==> src/rtl/csd_pkg.sv <==
package csd_pkg;
   typedef enum logic {
      SRC_EXT  = 1'b0,
      SRC_BASE = 1'b1
   } csd_src_e;
endpackage

==> src/rtl/csd_edge_sync.sv <==
module csd_edge_sync #(
   parameter int STAGES = 2
) (
   input  logic clk,
   input  logic rst_n,
   input  logic async_in,
   output logic rise
);
   if (STAGES < 2) begin : g_bad_stages
      $error("csd_edge_sync: STAGES must be at least 2");
   end

   logic [STAGES:0] sh;

   always_ff @(posedge clk or negedge rst_n) begin
      if (!rst_n) sh <= '0;
      else        sh <= {sh[STAGES-1:0], async_in};
   end

   assign rise = sh[STAGES-1] & ~sh[STAGES];
endmodule

==> src/rtl/csd_counter.sv <==
module csd_counter #(
   parameter int W = 12
) (
   input  logic         clk,
   input  logic         rst_n,
   input  logic         clear,
   input  logic         step,
   output logic [W-1:0] count
);
   if (W < 4) begin : g_bad_width
      $error("csd_counter: W must be at least 4");
   end

   always_ff @(posedge clk or negedge rst_n) begin
      if (!rst_n)     count <= '0;
      else if (clear) count <= '0;
      else if (step)  count <= count + 1'b1;
   end

   a_r2_step_by_one: assert property (@(posedge clk) disable iff (!rst_n)
      (!clear && step) |=> (count == $past(count) + 1'b1));
   a_r8_clear_zero: assert property (@(posedge clk) disable iff (!rst_n)
      clear |=> (count == '0));
endmodule

==> src/rtl/csd_stable_ctl.sv <==
module csd_stable_ctl (
   input  logic clk,
   input  logic rst_n,
   input  logic tap,
   input  logic lose,
   output logic stable
);
   logic tap_q;
   logic tap_fall;

   assign tap_fall = tap_q & ~tap;

   always_ff @(posedge clk or negedge rst_n) begin
      if (!rst_n) begin
         tap_q  <= 1'b0;
         stable <= 1'b0;
      end else begin
         tap_q <= lose ? 1'b0 : tap;
         if (lose)          stable <= 1'b0;
         else if (tap_fall) stable <= 1'b1;
      end
   end

   a_r7_sticky: assert property (@(posedge clk) disable iff (!rst_n)
      (stable && !lose) |=> stable);
endmodule

==> src/rtl/clk_stab_divider.sv <==
module clk_stab_divider #(
   parameter int CNT_W       = 12,
   parameter int SHORT_TAP   = 3,
   parameter int LONG_TAP    = 11,
   parameter int EREF_TAP    = 5,
   parameter int IREF_TAP    = 9,
   parameter int SYNC_STAGES = 2
) (
   input  logic clk,
   input  logic gen_en,
   input  logic xtal_sel,
   input  logic mon_en,
   input  logic ext_lost,
   input  logic ext_clk,
   input  logic base_clk,
   output logic stab_clk,
   output logic ext_stable,
   output logic eref_out,
   output logic iref_out
);
   import csd_pkg::*;

   localparam int MAX_TAP = CNT_W - 1;

   if (SHORT_TAP >= LONG_TAP || LONG_TAP > MAX_TAP) begin : g_bad_taps
      $error("clk_stab_divider: timer taps out of order or range");
   end
   if (EREF_TAP > MAX_TAP || IREF_TAP > MAX_TAP) begin : g_bad_refs
      $error("clk_stab_divider: reference tap out of range");
   end

   logic             ext_rise, base_rise, step, lose;
   logic [CNT_W-1:0] count;
   csd_src_e         src;

   csd_edge_sync #(.STAGES(SYNC_STAGES)) u_ext_sync (
      .clk(clk), .rst_n(gen_en), .async_in(ext_clk), .rise(ext_rise));
   csd_edge_sync #(.STAGES(SYNC_STAGES)) u_base_sync (
      .clk(clk), .rst_n(gen_en), .async_in(base_clk), .rise(base_rise));

   assign src  = ext_stable ? SRC_BASE : SRC_EXT;
   assign step = (src == SRC_BASE) ? base_rise : ext_rise;
   assign lose = mon_en & ext_lost;

   csd_counter #(.W(CNT_W)) u_cnt (
      .clk(clk), .rst_n(gen_en), .clear(lose), .step(step), .count(count));

   assign stab_clk = xtal_sel ? count[LONG_TAP] : count[SHORT_TAP];
   assign eref_out = count[EREF_TAP];
   assign iref_out = count[IREF_TAP];

   csd_stable_ctl u_ctl (
      .clk(clk), .rst_n(gen_en), .tap(stab_clk), .lose(lose), .stable(ext_stable));

   a_r4_set_on_fall: assert property (@(posedge clk) disable iff (!gen_en)
      $rose(ext_stable) |-> !stab_clk);
   a_r8_lost_clears: assert property (@(posedge clk) disable iff (!gen_en)
      (mon_en && ext_lost) |=> !ext_stable);
   a_r9_fall_cause: assert property (@(posedge clk) disable iff (!gen_en)
      $fell(ext_stable) |-> $past(mon_en && ext_lost));
   a_r2_base_ignored: assert property (@(posedge clk) disable iff (!gen_en)
      (!ext_stable && !ext_rise && !lose) |=> $stable(count));
endmodule

==> config.mk <==
export PLATFORM = sky130hd
export DESIGN_NAME = clk_stab_divider
export DESIGN_NICKNAME = d
export VERILOG_FILES = /design/src/rtl/csd_pkg.sv /design/src/rtl/csd_edge_sync.sv /design/src/rtl/csd_counter.sv /design/src/rtl/csd_stable_ctl.sv /design/src/rtl/clk_stab_divider.sv
export SDC_FILE = /design/constraint.sdc
export NUM_CORES = 1
export LEC_CHECK = 0
export ABC_CLOCK_PERIOD_IN_PS = 2400
export BUFFER_PORTS_ARGS = -buffer_cell sky130_fd_sc_hd__buf_2
export CORE_UTILIZATION = 58
export DETAILED_ROUTE_END_ITERATION = 16
export GPL_ROUTABILITY_DRIVEN = 0
export MAX_ROUTING_LAYER = met4
export PLACE_DENSITY = 0.87
export SLEW_MARGIN = 20
export SYNTH_ARGS = -nofsm -noshare
export SYNTH_HDL_FRONTEND = slang
export SYNTH_SLANG_ARGS = --single-unit
export TNS_END_PERCENT = 1
==> constraint.sdc <==
create_clock -name clk -period 2.4 [get_ports clk]
set_input_delay 0.36 -clock clk [delete_from_list [all_inputs] [get_ports clk]]
set_output_delay 0.36 -clock clk [all_outputs]
set_load 0.1 [all_outputs]
==> flow_metrics.tcl, run 1 <==
set metrics [dict create \
    avgRoutedWirePerCell_um 14.2 \
    cts_sinks 20 \
    muxShareOfSynthArea 0.0221 \
    worst_pin_slew_ps 482 \
    synth-xor-area-share 0.0581 \
    status "complete, no violations" \
    synth_fa_ha_area_frac 0.0138 \
    min_period_ps 1710 \
    core_um2 1380 \
    setup_viol 0 \
    synth_compound_area_frac 0.115 \
    p_leak_nw 0.464 \
    grt_setup_unrepaired "no" \
    cts_inserted_buffers 3 \
    drcViolationCount 0 \
    htreeDepth 1 \
    dieArea_um2 1720 \
    skew_ps 1.48 \
    place_area_um2 970 \
    final_cell_mix "20 x dfrtp_1, 10 x buf_2, 9 x nor2_1" \
    drt-pass1-iter-count 4 \
    grt_first_pass_wirelength_um 2620 \
    place.port_buffers 10 \
    track_usage 0.205 \
    ys_seq_elements 20 \
    timing.fmax_mhz 584 \
    synth_top_family_by_area "simple AND/OR/NAND/NOR gates" \
    switching_share 0.243 \
    syn_inst 81 \
    path_cells "mux2i_1 > inv_1 > buf_2" \
    first_global_vias 583 \
    tns_ps 0 \
    cts_tree "done" \
    overflow 0 \
    clk_pin_slew_ps 90 \
    p_seq_frac 0.651 \
    finalInstanceArea_um2 1000 \
    synth_top_cell_by_area "dfrtp_1" \
    drive_above_1_share 0.181 \
    hold_depth 1 \
    yosys.area_share.simple 0.225 \
    hold_viol 0 \
    drtAntennaViolNets 0 \
    antennaDiodeCount 0 \
    ios 11 \
    antenna_found_initial 0 \
    synth.area.top_cells "dfrtp_1 55%, nor2_1 3.7%, a2111oi_4 3.0%" \
    slew_headroom 0.681 \
    yosysSeqAreaShare 0.553 \
    routed_wl_um 1550 \
    nets 104 \
    critPathMaxFanout 5 \
    ff2ff_path_depth 4 \
    final_util 0.725 \
    die_w_um 41.5 \
    start_kind "flip-flop" \
    vias 662 \
    worst_path_max_delay_cell "dfrtp_1" \
    syn_nets 89 \
    yosys_warnings 0 \
    grt_max_degree 21 \
    root_buffer "clkbuf_4" \
    avgSynthCellArea_um2 11.2 \
    start_util 0.654 \
    critical_path_depth 3 \
    path_buf_inv 2 \
    die_y_um 41.5 \
    cp.arrival_ps 1350 \
    path_delay_family "buffers and inverters" \
    clk-insertion-delay-late_ps 290 \
    netlist_area_um2 905 \
    syn2layout_area_growth_pct 10.8 \
    fin_ws_ps 689 \
    rows 13 \
    endpoint_kind "output port" \
    slowest_delay_ps 450 \
    power_density_nw_per_um2 583 \
    pre_cts_ws_ps 844 \
    vias_per_cell 6.07 \
    final_max_slew_viol_count 0 \
    dp_hpwl_um 1170 \
    criticalPathCategory "reg -> out" \
    ys_types 28 \
    synth_top_area_frac 0.553 \
    fill_cells 94 \
    hp-class "in -> reg" \
    drt_iter0_drc 11 \
    clock_power_share 0.248 \
    vdd.ir_drop.worst_v 0.000342 \
    crit_required_ps 2040 \
    cts_buffer_depth 2 \
    post-route-period-util 0.713 \
    layout_commonest_cell "dfrtp_1" \
    comb_power_share 0.101 \
    maxCapViolations 0 \
    internal_power_mw 0.442 \
    power.switching_mw 0.142 \
]
-- worst paths after layout --
kind,endpoint,slack [ps],start
setup / recovery,stab_clk,690,u_cnt.count[3]$_DFFE_PN0P_
hold / removal,u_ext_sync.sh[0]$_DFF_PN0_,170,ext_clk
setup reg to reg,u_cnt.count[8]$_DFFE_PN0P_,840,u_ctl.stable$_DFFE_PN0P_
hold reg to reg,u_base_sync.sh[1]$_DFF_PN0_,360,u_base_sync.sh[0]$_DFF_PN0_
max in group asynchronous,u_cnt.count[8]$_DFFE_PN0P_,1570,gen_en
min in group asynchronous,u_ext_sync.sh[2]$_DFF_PN0_,540,gen_en
-- synthesized netlist by cell type, drive strengths merged --
cell,number
nand3b,1
xnor2,3
and2,2
and4,2
or3b,1
nand2,7
and3b,1
nor3b,2
xor2,3
inv,2
clkbuf,1
nand3,5
ha,1
mux2i,2
dfrtp,20
nand2b,1
or3,1
o211ai,2
o21ai,4
nand4,1
nor2,9
or4,3
a2111oi,1
a21oi,4
o2111ai,2
-- final cells by class --
class	instances	area, µm²	share of cell area
multi-input combinational	58	393	0.392
clock buffer	3	22.5	0.0225
tap	15	18.8	0.0187
timing repair buffer	11	60.1	0.0599
sequential	20	500	0.499
inverter	2	7.51	0.00749
-- worst reg2reg max path, stage by stage, from the launching register on --
cell       delay [ps]
dfrtp_1           450
or3b_4            430
a2111oi_4         360
xnor2_1           150
nor2_1             50
-- sequential cells by signal, indices dropped and copies added (netlist names) --
name            count
u_ext_sync.sh       3
u_ctl.stable        1
u_cnt.count        12
u_ctl.tap_q         1
u_base_sync.sh      3
-- cell families after synthesis --
logic type                 after synthesis
and+or+nand+nor                         36
buffers and inverters                    3
muxes                                    2
adders and majority gates                1
xor gates and xnor gates                 6
DFF                                     20
AOI/OAI and AO/OA                       13
-- power groups by stage --
stage / registers, mW / logic (mW) / clock network, mW
6_report: 0.381 / 0.0591 / 0.145
3_3_place_gp: 0.385 / 0.0572 / 0
4_1_cts: 0.381 / 0.0600 / 0.155
5_1_grt: 0.383 / 0.0683 / 0.163
3_5_place_dp: 0.387 / 0.0583 / 0
2_1_floorplan: 0.382 / 0.0384 / 0
-- per-layer routing --
layer  track usage  up-vias  wire length [µm]  part of all wire
li1              -      320                 -                 -
met1         0.262      324               707              0.46
met2         0.334       16               781              0.51
met3        0.0391        2                39             0.025
met4        0.0581        0                17             0.011
met5             -        -                 0                 0
-- metrics by stage --
| step | total power [mW] | hold WS [ps] | cells |
|---|---|---|---|
| 2_1_floorplan | 0.420 | 64.4 | 81 |
| 3_3_place_gp | 0.442 | 314 | 105 |
| 3_5_place_dp | 0.445 | 321 | 105 |
| 4_1_cts | 0.595 | 164 | 109 |
| 5_1_grt | 0.614 | 159 | 109 |
| 6_report | 0.584 | 173 | 109 |
-- repair_timing --
action,CTS,global route
setup buffers,0,0
endpoints found under the hold margin,10,0
hold buffers,1,0
endpoints found under the setup margin,0,0
gates resized for setup,0,0
(Power assumes the default switching activity.)
==> inputs of run 2 (changes only) <==
- ABC_AREA: default -> 1
- ABC_CLOCK_PERIOD_IN_PS: 2400 -> 1700
- CORE_UTILIZATION: 58 -> 55
- PLACE_DENSITY: 0.87 -> 0.83
- clock period: 2.4 -> 1.7 ns (I/O delays scaled with it)
==> run 2 against run 1 <==
Against the previous run:
- the flow now finishes with violations (design-rule violations)
- sequential cell count is the same
- clock-buffer cell count is the same
- synthesized area grew 7.5%
- register-to-register slack lost 500 ps
- critical path type unchanged
- critical endpoint unchanged
==> flow_metrics.tcl, run 2 <==
set metrics [dict create \
    status "complete, but fails checks" \
    violations "design-rule violations" \
    criticalPathCategory "reg -> out" \
    final_max_slew_viol_count 0 \
    p_seq_frac 0.529 \
    worst_pin_slew_ps 487 \
    final_cell_mix "25 x nand2_1, 19 x inv_1, 19 x dfrtp_1" \
    synth_top_cell_by_area "dfrtp_1" \
    start_util 0.617 \
    root_buffer "clkbuf_4" \
    syn2layout_area_growth_pct 12.9 \
    nets 138 \
    path_cells "inv_1 > o21a_1 > inv_1 > clkbuf_4" \
    antennaDiodeCount 0 \
    comb_power_share 0.064 \
    die_y_um 44.0 \
    internal_power_mw 0.753 \
    ys_seq_elements 20 \
    top_regs "u_cnt.count x12, u_base_sync.sh x3, u_ext_sync.sh x3" \
    setup_viol 0 \
    synthTopCellsByCount "25 x nand2_1, 20 x dfrtp_1, 19 x inv_1" \
    synth_compound_area_frac 0.0682 \
    netlist_area_um2 972 \
    synth_ff_type "dfrtp_1" \
    timing.fmax_mhz 631 \
    synth-xor-area-share 0 \
    htreeDepth 1 \
    slew_headroom 0.678 \
    first_global_vias 759 \
    critPathMaxFanout 4 \
    drtAntennaViolNets 0 \
    drt_iter0_drc 29 \
    routed_wl_um 1740 \
    fill_cells 120 \
    synth_edf_count 0 \
    overflow 0 \
    muxShareOfSynthArea 0 \
    vdd.ir_drop.worst_v 0.000531 \
    synth.area.top_cells "dfrtp_1 51%, nand2_1 9.7%, inv_1 7.3%" \
    clock_power_share 0.407 \
    cts_setup_buffers 0 \
    cts_sinks 20 \
    tns_ps 0 \
    synthArstFlopShare 1.00 \
    avgRoutedWirePerCell_um 12.0 \
    power.switching_mw 0.206 \
    cts_tree "done" \
    endpoint_kind "output port" \
    core_um2 1580 \
    yosys.area_share.simple 0.319 \
    drt-pass1-iter-count 11 \
    cp_common_cell "inv_1" \
    hold_viol 0 \
    syn_nets 123 \
    top_register "u_cnt.count" \
    antenna_found_initial 0 \
    avgSynthCellArea_um2 8.45 \
    synth_top_area_frac 0.515 \
    p_leak_nw 0.577 \
    dieArea_um2 1940 \
    largest_reg_flops 12 \
    dp_hpwl_um 1290 \
    crit_required_ps 1440 \
    skew_ps 3.15 \
    ios 11 \
    maxCapViolations 0 \
    hp-class "in -> reg" \
    yosys_warnings 0 \
    grt_setup_unrepaired "no" \
    clk_pin_slew_ps 110 \
    post-route-period-util 0.932 \
    layout_commonest_cell "nand2_1" \
    synth_fa_ha_area_frac 0.0129 \
    switching_share 0.215 \
    vias 785 \
    start_kind "flip-flop" \
    power_density_nw_per_um2 874 \
    die_w_um 44.0 \
    worst_path_max_delay_cell "dfrtp_1" \
    drive_above_1_share 0.209 \
    grt_max_degree 21 \
    yosysSeqAreaShare 0.515 \
    yosysMostFrequentCell "nand2_1" \
    track_usage 0.224 \
    vias_per_cell 5.41 \
    cts_buffer_depth 2 \
    place.port_buffers 10 \
    syn_inst 115 \
    grt_first_pass_wirelength_um 3110 \
    power_mw 0.959 \
    rows 14 \
    drcViolationCount 1 \
    ys_types 21 \
    slowest_delay_ps 380 \
    synth_top_family_by_area "simple AND/OR/NAND/NOR gates" \
    clk-insertion-delay-late_ps 310 \
    cp.arrival_ps 1330 \
    cts_inserted_buffers 3 \
    min_period_ps 1580 \
]
==> run 2: timing repair <==
item	in CTS	in global routing
endpoints found under the hold margin	20	0
endpoints found under the setup margin	0	1
hold buffers	1	0
resized for setup	0	1
==> run 2: power by group through the flow <==
stage,Clock (mW),Sequential [mW],Combinational [mW]
CTS,0.393,0.508,0.0627
detailed placement,0,0.517,0.0609
global placement,0,0.515,0.0590
floorplan,0,0.515,0.0378
finish,0.390,0.507,0.0614
global route,0.410,0.510,0.0725
==> run 2: metrics by stage <==
step,area [µm²],utilization,cells,hold slack (ps),setup WS [ps]
CTS,1090,0.694,145,44.0,24.0
finish,1100,0.696,145,43.6,115
floorplan,973,-,115,-40.6,29.4
global route,1100,0.696,145,35.0,48.0
detailed placement,1030,0.655,140,220,375
global placement,1030,0.655,140,214,386
==> run 2: final timing paths <==
| check | start | endpoint | slack [ps] | depth (start not counted) |
|---|---|---|---|---|
| setup / recovery | u_cnt.count[3]$_DFFE_PN0P_ | stab_clk | 120 | 4 |
| hold / removal | ext_clk | u_ext_sync.sh[0]$_DFF_PN0_ | 40 | 1 |
| setup reg to reg | u_cnt.count[0]$_DFFE_PN0P_ | u_cnt.count[6]$_DFFE_PN0P_ | 340 | 6 |
| hold reg to reg | u_ext_sync.sh[0]$_DFF_PN0_ | u_ext_sync.sh[1]$_DFF_PN0_ | 360 | 0 |
| max in group asynchronous | gen_en | u_ctl.stable$_DFFE_PN0P_ | 960 | 2 |
| min in group asynchronous | gen_en | u_base_sync.sh[2]$_DFF_PN0_ | 410 | 2 |
==> run 2: cells by family after synthesis <==
group | after synthesis
and+or+nand+nor | 62
adders and majority gates | 1
DFF | 20
buffers and inverters | 20
AOI/OAI and AO/OA | 12
==> run 2: area by class of cell <==
cell class	instances	area, µm²	share of cell area
Clock inverter	1	30.0	0.0274
Multi-Input combinational cell	75	389	0.355
Clock buffer	3	22.5	0.0205
Tap cell	16	20.0	0.0182
Inverter	19	71.3	0.0650
Timing Repair Buffer	11	62.6	0.0570
Sequential cell	20	502	0.457
==> run 2: critical path, delay by kind of cell, from the launching register on <==
| family | cells | cell delay, ps |
|---|---|---|
| buffers and inverters | 3 | 440 |
| DFF | 1 | 380 |
| AOI/OAI and AO/OA | 1 | 200 |
==> run 2: metal layers <==
layer / wire length (µm) / track usage / vias to the layer above / part of all wire
met5: 0 / - / - / 0
met4: 9 / 0.0606 / 0 / 0.0052
met3: 98 / 0.0367 / 2 / 0.056
met2: 832 / 0.374 / 25 / 0.48
met1: 804 / 0.284 / 366 / 0.46
li1: - / - / 392 / -
